===== src/rtl/fsr_pkg.sv =====
package fsr_pkg;
  typedef struct packed {
    logic addrHit;     // current address selects this register
    logic clrStrobe;   // accepted write-1-to-clear this cycle
    logic showSticky;  // read the sticky view instead of live levels
  } fsrCtrl_t;
endpackage


===== src/rtl/fsr_ctrl.sv =====
module fsr_ctrl
  import fsr_pkg::*;
#(
  parameter int ADDR_W   = 8,
  parameter logic [ADDR_W-1:0] REG_ADDR = 8'h04
) (
  input  logic [ADDR_W-1:0] addr,
  input  logic              wrEn,
  input  logic              latchMode,
  input  logic              extEnable,
  output fsrCtrl_t          ctrl
);
  always_comb begin
    ctrl.addrHit    = (addr == REG_ADDR);
    ctrl.showSticky = latchMode;
    ctrl.clrStrobe  = wrEn && ctrl.addrHit && extEnable && latchMode;
  end
endmodule


===== src/rtl/fsr_datapath.sv =====
module fsr_datapath
  import fsr_pkg::*;
#(
  parameter int NUM_FAULTS  = 4,
  parameter int SYNC_STAGES = 2
) (
  input  logic                  clk,
  input  logic                  rstN,
  input  logic [NUM_FAULTS-1:0] faultRaw,
  input  logic [NUM_FAULTS-1:0] faultInvert,
  input  logic [NUM_FAULTS-1:0] clrMask,
  input  fsrCtrl_t              ctrl,
  output logic [NUM_FAULTS-1:0] viewOut,
  output logic [NUM_FAULTS-1:0] stickyOut
);
  logic [NUM_FAULTS-1:0] syncQ [SYNC_STAGES];
  logic [NUM_FAULTS-1:0] adjLevel;
  logic [NUM_FAULTS-1:0] stickyQ;

  generate
    for (genvar s = 0; s < SYNC_STAGES; s++) begin : g_sync
      always_ff @(posedge clk or negedge rstN) begin
        if (!rstN) syncQ[s] <= '0;
        else if (s == 0) syncQ[s] <= faultRaw;
        else syncQ[s] <= syncQ[(s > 0) ? s - 1 : 0];
      end
    end
  endgenerate

  assign adjLevel = syncQ[SYNC_STAGES-1] ^ faultInvert;

  // clear first, then set, so a set in the same cycle wins
  generate
    for (genvar i = 0; i < NUM_FAULTS; i++) begin : g_flag
      always_ff @(posedge clk or negedge rstN) begin
        if (!rstN) stickyQ[i] <= 1'b0;
        else stickyQ[i] <= (stickyQ[i] && !(ctrl.clrStrobe && clrMask[i])) || adjLevel[i];
      end
    end
  endgenerate

  assign viewOut   = ctrl.showSticky ? stickyQ : adjLevel;
  assign stickyOut = stickyQ;


  sticky_hold_chk: assert property (@(posedge clk) disable iff (!rstN)
    !ctrl.clrStrobe |=> ((stickyQ & $past(stickyQ)) == $past(stickyQ)));

  clear_effect_chk: assert property (@(posedge clk) disable iff (!rstN)
    ctrl.clrStrobe |=> ((stickyQ & $past(clrMask & ~adjLevel)) == '0));

  set_wins_chk: assert property (@(posedge clk) disable iff (!rstN)
    (adjLevel != '0) |=> ((stickyQ & $past(adjLevel)) == $past(adjLevel)));
endmodule


===== src/rtl/fault_status_reg.sv =====
module fault_status_reg
  import fsr_pkg::*;
#(
  parameter int NUM_FAULTS  = 4,
  parameter int DATA_W      = 32,
  parameter int ADDR_W      = 8,
  parameter int SYNC_STAGES = 2,
  parameter logic [ADDR_W-1:0] REG_ADDR = 8'h04
) (
  input  logic                  clk,
  input  logic                  rstN,
  input  logic [ADDR_W-1:0]     addr,
  input  logic [DATA_W-1:0]     wrData,
  input  logic                  wrEn,
  output logic [DATA_W-1:0]     rdData,
  input  logic [NUM_FAULTS-1:0] faultRaw,
  input  logic [NUM_FAULTS-1:0] faultInvert,
  input  logic                  latchMode,
  input  logic                  extEnable
);
  localparam int PAD_W = DATA_W - NUM_FAULTS;

  fsrCtrl_t              ctrl;
  logic [NUM_FAULTS-1:0] view;
  logic [NUM_FAULTS-1:0] sticky;

  fsr_ctrl #(.ADDR_W(ADDR_W), .REG_ADDR(REG_ADDR)) u_ctrl (
    .addr(addr), .wrEn(wrEn), .latchMode(latchMode),
    .extEnable(extEnable), .ctrl(ctrl)
  );

  fsr_datapath #(.NUM_FAULTS(NUM_FAULTS), .SYNC_STAGES(SYNC_STAGES)) u_dp (
    .clk(clk), .rstN(rstN), .faultRaw(faultRaw), .faultInvert(faultInvert),
    .clrMask(wrData[NUM_FAULTS-1:0]), .ctrl(ctrl),
    .viewOut(view), .stickyOut(sticky)
  );

  assign rdData = ctrl.addrHit ? {{PAD_W{1'b0}}, view} : '0;


  reserved_zero_chk: assert property (@(posedge clk) disable iff (!rstN)
    rdData[DATA_W-1:NUM_FAULTS] == '0);

  gated_write_chk: assert property (@(posedge clk) disable iff (!rstN)
    !extEnable |=> ((sticky & $past(sticky)) == $past(sticky)));
endmodule


===== config.mk =====
export PLATFORM = sky130hd
export DESIGN_NAME = fault_status_reg
export DESIGN_NICKNAME = d
export VERILOG_FILES = /design/src/rtl/fsr_pkg.sv /design/src/rtl/fsr_ctrl.sv /design/src/rtl/fsr_datapath.sv /design/src/rtl/fault_status_reg.sv
export SDC_FILE = /design/constraint.sdc
export NUM_CORES = 1
export LEC_CHECK = 0
export BUFFER_PORTS_ARGS = -buffer_cell sky130_fd_sc_hd__buf_2
export CORE_ASPECT_RATIO = 1.4
export CORE_UTILIZATION = 32
export DETAILED_ROUTE_END_ITERATION = 8
export PLACE_DENSITY = 0.88
export SLEW_MARGIN = 20
export SYNTH_ARGS = -nofsm -noshare
export SYNTH_HDL_FRONTEND = slang
export SYNTH_SLANG_ARGS = --single-unit

===== constraint.sdc =====
create_clock -name clk -period 1 [get_ports clk]
set_input_delay 0.1 -clock clk [delete_from_list [all_inputs] [get_ports clk]]
set_output_delay 0.1 -clock clk [all_outputs]
set_load 0.02 [all_outputs]

**Word level (Yosys, flattened, before mapping)**

Index checks and enable logic that the tools add are counted.

- Bits of input ports: 53
- Flip-flop bits (word level): 12
- Logic and storage cells: 29

- Bitwise logic cells: 1
- Equality and inequality tests: 1
- Muxes and demuxes: 2
- Reduce and logical (&&, ||, !) cells: 19

Operators by type and width:

| operator | number |
|---|---|
| $logic_and 1x1->1 | 11 |
| $eq 8x3->1 const B | 1 |
| $mux 4 | 2 |
| $logic_not 1->1 | 4 |
| $logic_or 1x1->1 | 4 |
| $xor 4x4->4 | 1 |

**Depth between registers and ports, before layout**

Gate-level depths: netlist of run 1.

- Depth in word-level cells: 8
- Gate-level depth with buffers: 4

**By module**

From an unflattened synthesis of run 1, not the netlist that was laid out.

- Cells, all modules: 67
- Area, all modules: 724.4 sq um

By module, submodules not included:

| module | area each (sq um) | times used | seq. area each (sq um) | cells an instance |
|---|---|---|---|---|
| fsr_datapath | 430.4 | 1 | 300.3 | 28 |
| fault_status_reg | 239.0 | 1 | 0.0 | 33 |
| fsr_ctrl | 55.1 | 1 | 0.0 | 6 |

**Worst setup path before layout of run 1**

OpenSTA, ideal clock, no wires.

- Path kind: input to output
- Start: input addr[3]
- End: output rdData[0]
- Stages on the path: 3
- Path slack: 0 ps
- Data required time: 900 ps
- Path buffers: 0
- Arrival time: 900 ps
- Cells stage by stage: nor4b_4 -> nand2_1 -> nor2_1

- Word-level cells in the longest chain between the ends: 2

RTL lines:

| element | line | source |
|---|---|---|
| start: declaration | fault_status_reg.sv:12 | `input logic [ADDR_W-1:0] addr,` |
| $eq 8x3->1 | fsr_ctrl.sv:14 | `ctrl.addrHit = (addr == REG_ADDR);` |
| $mux 4 | fault_status_reg.sv:38 | `assign rdData = ctrl.addrHit ? {{PAD_W{1'b0}}, view} : '0;` |
| end: declaration | fault_status_reg.sv:15 | `output logic [DATA_W-1:0] rdData,` |

No other way between the ends.

**Final worst setup path of run 1**

- Start: register u_dp.syncQ[2] (netlist name)
- End: output rdData[2]

- Word-level cells in the longest chain between the ends: 3

RTL lines:

| element | line | source |
|---|---|---|
| start: declaration | fsr_datapath.sv:16 | `logic [NUM_FAULTS-1:0] syncQ [SYNC_STAGES];` |
| start signal: indexed assignment | fsr_datapath.sv:24 | `else if (s == 0) syncQ[s] <= faultRaw;` |
| start signal: indexed assignment | fsr_datapath.sv:25 | `else syncQ[s] <= syncQ[(s > 0) ? s - 1 : 0];` |
| $xor 4x4->4 | fsr_datapath.sv:30 | `assign adjLevel = syncQ[SYNC_STAGES-1] ^ faultInvert;` |
| $mux 4 | fsr_datapath.sv:42 | `assign viewOut = ctrl.showSticky ? stickyQ : adjLevel;` |
| $mux 4 | fault_status_reg.sv:38 |  |

No other way between the ends.

==> results of run 1 <==
worst register-to-register path: cells and delay by family, from the launching register on:
| kind | cells | cell delay (ns) |
|---|---|---|
| AO/OA/AOI/OAI | 1 | 0.14 |
| XOR/XNOR | 1 | 0.15 |
| buffers and inverters | 2 | 0.23 |
| flip-flops | 1 | 0.39 |
cell type report:
class                      instances  area, sq um
tap                               21         26.3
multi-input combinational         52          320
clock buffer                       3         22.5
fill                             201         1130
sequential                        12          300
timing repair buffer              38          241
what timing repair did:
item                                    4_1_cts  5_1_grt
pin swaps                                     3        3
buffers inserted                              1        1
gates resized for setup                       4        3
endpoints found under the setup margin        4        4
hold buffers                                  5        0
endpoints found under the hold margin        16        0
layer usage:
| metal | vias to the layer above | share of wire | wire, microns | global-route usage |
|---|---|---|---|---|
| met2 | 46 | 0.53 | 642 | 0.181 |
| met3 | 2 | 0.11 | 127 | 0.0156 |
| met1 | 221 | 0.35 | 419 | 0.0904 |
| met5 | - | 0 | 0 | 0 |
| li1 | 238 | - | - | - |
| met4 | 0 | 0.012 | 15 | 0.0536 |
synthesized netlist by cell type (all sizes together):
master	count
conb	1
mux2i	4
nor4b	1
dfrtp	12
and3	1
nor4	1
a21o	4
nand2	1
nand4	4
xor2	4
nor2	4
buf	29
path summary, 6_finish.rpt:
| kind | from | end | cells past startpoint |
|---|---|---|---|
| min | wrData[2] | u_dp.stickyOut[2] | 3 |
| max reg2reg | u_dp.syncQ[2] | u_dp.stickyOut[2] | 4 |
| min in group asynchronous | rstN | u_dp.syncQ[1] | 2 |
| max in group asynchronous | rstN | u_dp.stickyOut[3] | 2 |
| max | u_dp.syncQ[2] | rdData[2] | 4 |
| min reg2reg | u_dp.syncQ[7] | u_dp.syncQ[3] | 0 |
stage by stage:
step | area (sq um) | power [mW] | std cells | worst slack [ns]
after CTS | 885 | 1.02 | 125 | -0.290
after detailed placement | 795 | 0.719 | 116 | -0.163
final | 911 | 1.03 | 126 | -0.262
after global placement | 795 | 0.715 | 116 | -0.107
after global routing | 911 | 1.08 | 126 | -0.330
after floorplan | 821 | 0.729 | 93 | -0.000199
registers in the layout, indices dropped and copies added (netlist names):
name	flops
u_dp.stickyOut	4
u_dp.syncQ	8
power breakdown:
part	total (mW)	switching, mW	internal, mW
clock network	0.285	0.146	0.139
registers	0.507	0.00607	0.501
logic	0.239	0.153	0.0864
total	1.03	0.305	0.727
logic make-up (layout without fill, tap and decap cells):
| group | Yosys count | after routing | synth area share |
|---|---|---|---|
| compound gates | 4 | 4 | 0.0417 |
| other cells | 1 | 28 | 0.00521 |
| flops | 12 | 12 | 0.417 |
| simple gates | 12 | 12 | 0.132 |
| xor+xnor | 4 | 4 | 0.0487 |
| buf+inv | 29 | 41 | 0.299 |
| mux | 4 | 4 | 0.0557 |
==> impl_metrics.ini, run 1 <==
[clocking]
cts-root-buf = clkbuf_4
numCtsBuffers = 3
htreeDepth = 1
clk_pin_slew_worst_paths_ns = 0.07
cts_tree = built
clock_latency_ns = 0.27
clk_path_buf_depth = 2
numClockSinks = 12

[routing]
routed_via_density = 4.02
firstDrtPassIters = 3
drtIter0Drc = 3
vias = 507
post-route-drc-count = 0
wl_per_cell_microns = 9.56
wirelength_microns = 1210
ant_nets = 0

[floorplan]
die_x_microns = 42.1
start_util = 0.352
core_sq_um = 2040
dieArea_sq_um = 2440
ios = 85
num_rows = 19
die_h_microns = 58.1

[worst_setup_path]
ff2ff_setup_slack_ns = -0.03
cp.required_ns = 0.90
cp.arrival_ns = 1.16
crit_family = flip-flops
critical_path_class = flop to primary output
worst-path-buf-inv = 1
path_cells = xor2_2 > mux2i_1 > nor2_1 > buf_4
slowest_delay_ns = 0.39
crit_fanout = 2
worstSetupStartpointType = flop
critPathCaptureType = primary output
cpMaxStageDelayCell = dfrtp_1

[yosys]
syn_area_per_cell_sq_um = 10.9
synth_top_area_frac = 0.417
synth_top_area_cell = dfrtp_1
syn-cell-area_sq_um = 719
synth_area_leaders = dfrtp_1 42%, buf_4 29%, mux2i_1 5.6%
ys_ff_latch = 12
synth.distinct_cells = 13
ys_seq_area_frac = 0.417
synth_cells = 66
synth.yosys.warnings = 0

[timing]
final_hold_viol_count = 0
fin_ws_ns = -0.262
slew_violations = 0
rsz0062_at_grt = true
period_minus_slack_ns = 1.26
fmax_mhz = 793
setup_viol = 5
finalSetupTns_ns = -1.01
whs_ns = 0.139
min_period_over_period = 1.26
finalClockSkew_ns = 0.000643

[power_and_ir_drop]
ir_worst_vdd_uv = 623
power_leakage_nw = 0.473
power.density_nw_per_um2 = 1130

[place]
place_hpwl_microns = 956
place.gp.congestion = 0.668
port_buffers = 28

[layout]
final_common_cell = conb_1
diodes = 0
layout-area-overhead-vs-synth_pct = 26.6
final_core_util = 0.446
final_cell_mix = 28 x conb_1, 24 x buf_2, 12 x dfrtp_1
layout-drive-gt1-share = 0.381
num-nets-final = 160

[grt]
grt_pass1_wl_microns = 1670
grt_overflow_total = 0
grt_max_degree = 13
antenna_found_initial = 0
grt_pass1_vias = 433
grtUsageTotal = 0.0931

[status]
outcome = complete, but fails checks
violations = negative setup slack

[worst_hold_path]
hold_class = input port to flop

[run]
maxCapViolCount = 0
(Power assumes the default switching activity.)
==> inputs of run 2 (changes only) <==
--- a/config.mk
+++ b/config.mk
@@ -5,8 +5,10 @@
 export SDC_FILE = /design/constraint.sdc
 export NUM_CORES = 1
 export LEC_CHECK = 0
+export ABC_CLOCK_PERIOD_IN_PS = 1000
 export BUFFER_PORTS_ARGS = -buffer_cell sky130_fd_sc_hd__buf_2
 export CORE_ASPECT_RATIO = 1.4
+export CORE_MARGIN = 5
 export CORE_UTILIZATION = 32
 export DETAILED_ROUTE_END_ITERATION = 8
 export PLACE_DENSITY = 0.88
==> run 2 against run 1 <==
The run still ends with negative setup slack left; non-clock buffer count unchanged; critical path depth unchanged; utilization shrank 1.7 points; final area is 1.2% higher; sequential share of layout area fell by 0.40 points; largest cell class unchanged.
==> impl_metrics.ini, run 2 (synthesis results as in run 1) <==
[status]
outcome = complete, but fails checks
violations = negative setup slack

[clocking]
numCtsBuffers = 3
numClockSinks = 12
clk_path_buf_depth = 2
clock_latency_ns = 0.27
cts-root-buf = clkbuf_4
clk_pin_slew_worst_paths_ns = 0.07
cts_tree = built
htreeDepth = 1

[floorplan]
ios = 85
dieArea_sq_um = 3310
core_sq_um = 2150
die_x_microns = 50.1
num_rows = 20
die_h_microns = 66.1
start_util = 0.334

[place]
place.gp.congestion = 0.800
dp.cells = 117
place_area_sq_um = 796
port_buffers = 28
dpl_worst_slack_ns = -0.139
place_hpwl_microns = 1150

[layout]
final_cells = 128
layout-area-overhead-vs-synth_pct = 28.2
final_cell_mix = 28 x conb_1, 24 x buf_2, 12 x dfrtp_1
largest_reg_flops = 8
final_common_cell = conb_1
layout-drive-gt1-share = 0.387
diodes = 0
largest-register = u_dp.syncQ
final_core_util = 0.428
stdcell_area_sq_um = 922
num-nets-final = 160

[worst_setup_path]
critical_path_class = flop to primary output
critPathCaptureType = primary output
worstSetupStartpointType = flop
cp.required_ns = 0.90
cp.arrival_ns = 1.17
crit_fanout = 2

[power_and_ir_drop]
power_leakage_nw = 0.480
ir_worst_vdd_uv = 761
power.density_nw_per_um2 = 1210
power.total_mw = 1.12

[grt]
antenna_found_initial = 0
grt_pass1_wl_microns = 2280
grt_max_degree = 13
grtUsageTotal = 0.0891
grt_pass1_vias = 545
grt_overflow_total = 0

[timing]
min_period_over_period = 1.27
fin_ws_ns = -0.267
final_hold_viol_count = 0
rsz0062_at_grt = true
setup_viol = 4
slew_violations = 0
finalClockSkew_ns = 0.00664
fmax_mhz = 789
period_minus_slack_ns = 1.27

[routing]
routed_via_density = 4.05
drtIter0Drc = 0
wirelength_microns = 1400
post-route-drc-count = 0
wl_per_cell_microns = 10.9
firstDrtPassIters = 1
vias = 518
ant_nets = 0

[run]
maxCapViolCount = 0

[worst_hold_path]
hold_class = input port to flop
## run 2: stage by stage
step | TNS, ns | hold WS [ns]
floorplan | -0.000794 | -0.196
global placement | -0.812 | -0.0252
detailed placement | -0.931 | -0.0152
CTS | -1.15 | 0.111
global route | -1.47 | 0.119
finish | -1.02 | 0.115
## run 2: worst max-delay path: stages, from the launching register on
cell,delay [ns]
dfrtp_1,0.39
xor2_2,0.15
mux2i_1,0.14
nor2_1,0.06
buf_4,0.15
## run 2: area by class of cell
type / instances / area, sq um
Clock buffer: 4 / 36.3
Fill cell: 209 / 1230
Timing Repair Buffer: 38 / 238
Sequential cell: 12 / 300
Tap cell: 22 / 27.5
Multi-Input combinational cell: 52 / 320
## run 2: worst paths after layout
| kind | slack, ns | depth (start not counted) | endpoint | start |
|---|---|---|---|---|
| setup / recovery | -0.27 | 4 | rdData[1] | u_dp.syncQ[1] |
| hold / removal | 0.12 | 3 | u_dp.stickyOut[3] | wrData[3] |
| setup reg to reg | 0.08 | 3 | u_dp.stickyOut[1] | u_dp.syncQ[1] |
| hold reg to reg | 0.34 | 0 | u_dp.syncQ[1] | u_dp.syncQ[5] |
| max in group asynchronous | 0.56 | 2 | u_dp.syncQ[3] | rstN |
| min in group asynchronous | 0.23 | 2 | u_dp.stickyOut[0] | rstN |
## run 2: routing by layer
metal | wire [microns] | up-vias | GRT usage
li1 | - | 242 | -
met1 | 424 | 227 | 0.0781
met2 | 650 | 49 | 0.154
met3 | 323 | 0 | 0.0722
met4 | 0 | 0 | 0.0197
met5 | 0 | - | 0
## run 2: power by group
part / total [mW] / internal (mW) / switching, mW
sequential: 0.508 / 0.501 / 0.00633
clock: 0.373 / 0.221 / 0.152
combinational: 0.237 / 0.0836 / 0.153
total: 1.12 / 0.806 / 0.311
## run 2: timing repair
item                                   CTS  global route
pin swaps                                3             4
gates resized for setup                  4             2
buffers inserted                         2             0
setup endpoints to repair                4             4
hold buffers                             5             0
endpoints found under the hold margin   16             0
==> inputs of run 3 (changes only) <==
==> constraint.sdc (replaced) <==
create_clock -name clk -period 1 [get_ports clk]
set_input_delay 0.1 -clock clk [delete_from_list [all_inputs] [get_ports clk]]
set_output_delay 0.1 -clock clk [all_outputs]
set_load 0.1 [all_outputs]
==> run 3 against run 2 <==
Clock skew is 0.0056 ns lower; worst hold slack better by 0.019 ns; flip-flop and latch count did not move; the run still ends with negative setup slack left; combinational power increased to 2.6 times the previous value; power up 26%; highest routed layer unchanged; clock power shrank 27%; via count is 0.97% higher.
==> impl_metrics.ini, run 3 (synthesis results as in run 1) <==
[power_and_ir_drop]
ir_worst_vdd_uv = 696
power_leakage_nw = 0.475
power.density_nw_per_um2 = 1400

[routing]
ant_nets = 0
vias = 523
firstDrtPassIters = 3
wirelength_microns = 1520
routed_via_density = 4.15
drtIter0Drc = 2
post-route-drc-count = 0
wl_per_cell_microns = 12.0

[layout]
final_common_cell = conb_1
stdcell_area_sq_um = 1000
largest_reg_flops = 8
num-nets-final = 159
layout-area-overhead-vs-synth_pct = 39.3
largest-register = u_dp.syncQ
diodes = 0
final_cell_mix = 28 x conb_1, 24 x buf_2, 12 x dfrtp_1
layout-drive-gt1-share = 0.462

[worst_setup_path]
cpMaxStageDelayCell = dfrtp_1
slowest_delay_ns = 0.40
crit_start = u_dp.syncQ[2]
rr_worst_depth = 3
timing.rr.end = u_dp.stickyOut[2]
ff2ff_setup_slack_ns = 0.05
cp.required_ns = 0.90
r2r_start = u_dp.syncQ[2]
path_cells = xor2_2 > mux2i_2 > nor2_4 > buf_12
crit_fanout = 2
cp.arrival_ns = 1.31
critPathCaptureType = primary output
worstSetupStartpointType = flop
worst-path-buf-inv = 1
critical_path_class = flop to primary output
crit_family = flip-flops

[place]
dpl_worst_slack_ns = -0.188
place.gp.congestion = 0.800
place_hpwl_microns = 1260
port_buffers = 28
place_area_sq_um = 881

[worst_hold_path]
hold_class = input port to flop
whs_path_depth = 3
hp-start = wrData[2]
hold_end = u_dp.stickyOut[2]

[clocking]
numClockSinks = 12
htreeDepth = 1
clk_path_buf_depth = 2
clock_latency_ns = 0.26
clk_pin_slew_worst_paths_ns = 0.06
numCtsBuffers = 3
cts-root-buf = clkbuf_4
cts_tree = built

[timing]
setup_viol = 4
finalClockSkew_ns = 0.00103
finalSetupTns_ns = -1.49
rsz0062_at_grt = true
fmax_mhz = 711
period_minus_slack_ns = 1.41
fin_ws_ns = -0.407
final_hold_viol_count = 0
slew_violations = 0
min_period_over_period = 1.41

[grt]
grt_pass1_vias = 527
grt_overflow_total = 0
grt_max_degree = 13
grtUsageTotal = 0.0826
grt_pass1_wl_microns = 2130
antenna_found_initial = 0

[floorplan]
die_x_microns = 50.1
ios = 85
dieArea_sq_um = 3310
num_rows = 20
die_h_microns = 66.1
start_util = 0.334
core_sq_um = 2150

[status]
outcome = complete, but fails checks
violations = negative setup slack

[run]
maxCapViolCount = 0
run 3: cell types whose count changed in the layout (fill, tap and decap cells not counted), sizes merged:
cell,previous run,this run
buf,33,32
clkbuf,4,3
run 3: metrics by stage:
stage          std cells  hold WS, ns  utilization  power [mW]
3_3_place_gp         116      -0.0244        0.409        1.09
2_1_floorplan         93       -0.196            -        1.10
5_1_grt              126        0.132        0.466        1.47
3_5_place_dp         116      -0.0148        0.409        1.09
6_report             126        0.134        0.466        1.40
4_1_cts              126        0.130        0.455        1.40
run 3: layout make-up:
cell class / instances / area [sq um]
multi-input cells: 52 / 372
flip-flops and latches: 12 / 300
clock buffers: 3 / 22.5
well taps: 22 / 27.5
repair buffers: 37 / 280
fillers: 213 / 1150
run 3: worst reg2reg max path, cell delays in order, from the launching register on:
cell and delay (ns):
dfrtp_1 0.40, xor2_2 0.17, buf_4 0.14, a21o_1 0.14
run 3: metal layers:
metal	vias to the layer above	track usage	share of wire
met2	41	0.151	0.55
met5	-	0	0
met3	0	0.0542	0.20
li1	235	-	-
met4	0	0.0197	0
met1	247	0.0726	0.25
run 3: power breakdown:
group | internal (mW) | switching [mW]
Combinational | 0.0891 | 0.532
Sequential | 0.502 | 0.00760
Clock | 0.139 | 0.133
run 3: worst max-delay path by stage:
stage | cells after the start | to | slack, ns
after global routing | 4 | rdData[0] | -0.45
after global placement | 5 | rdData[0] | -0.14
after CTS | 4 | rdData[2] | -0.41
after floorplan | 3 | rdData[0] | -0.26
final | 4 | rdData[2] | -0.41
after detailed placement | 4 | rdData[2] | -0.19
run 3: repair_timing:
action,CTS,global route
gates resized for setup,2,4
hold buffers,5,0
endpoints found under the setup margin,4,4
endpoints found under the hold margin,16,0
buffers inserted,2,0
pin swaps,6,4
cloned,0,0
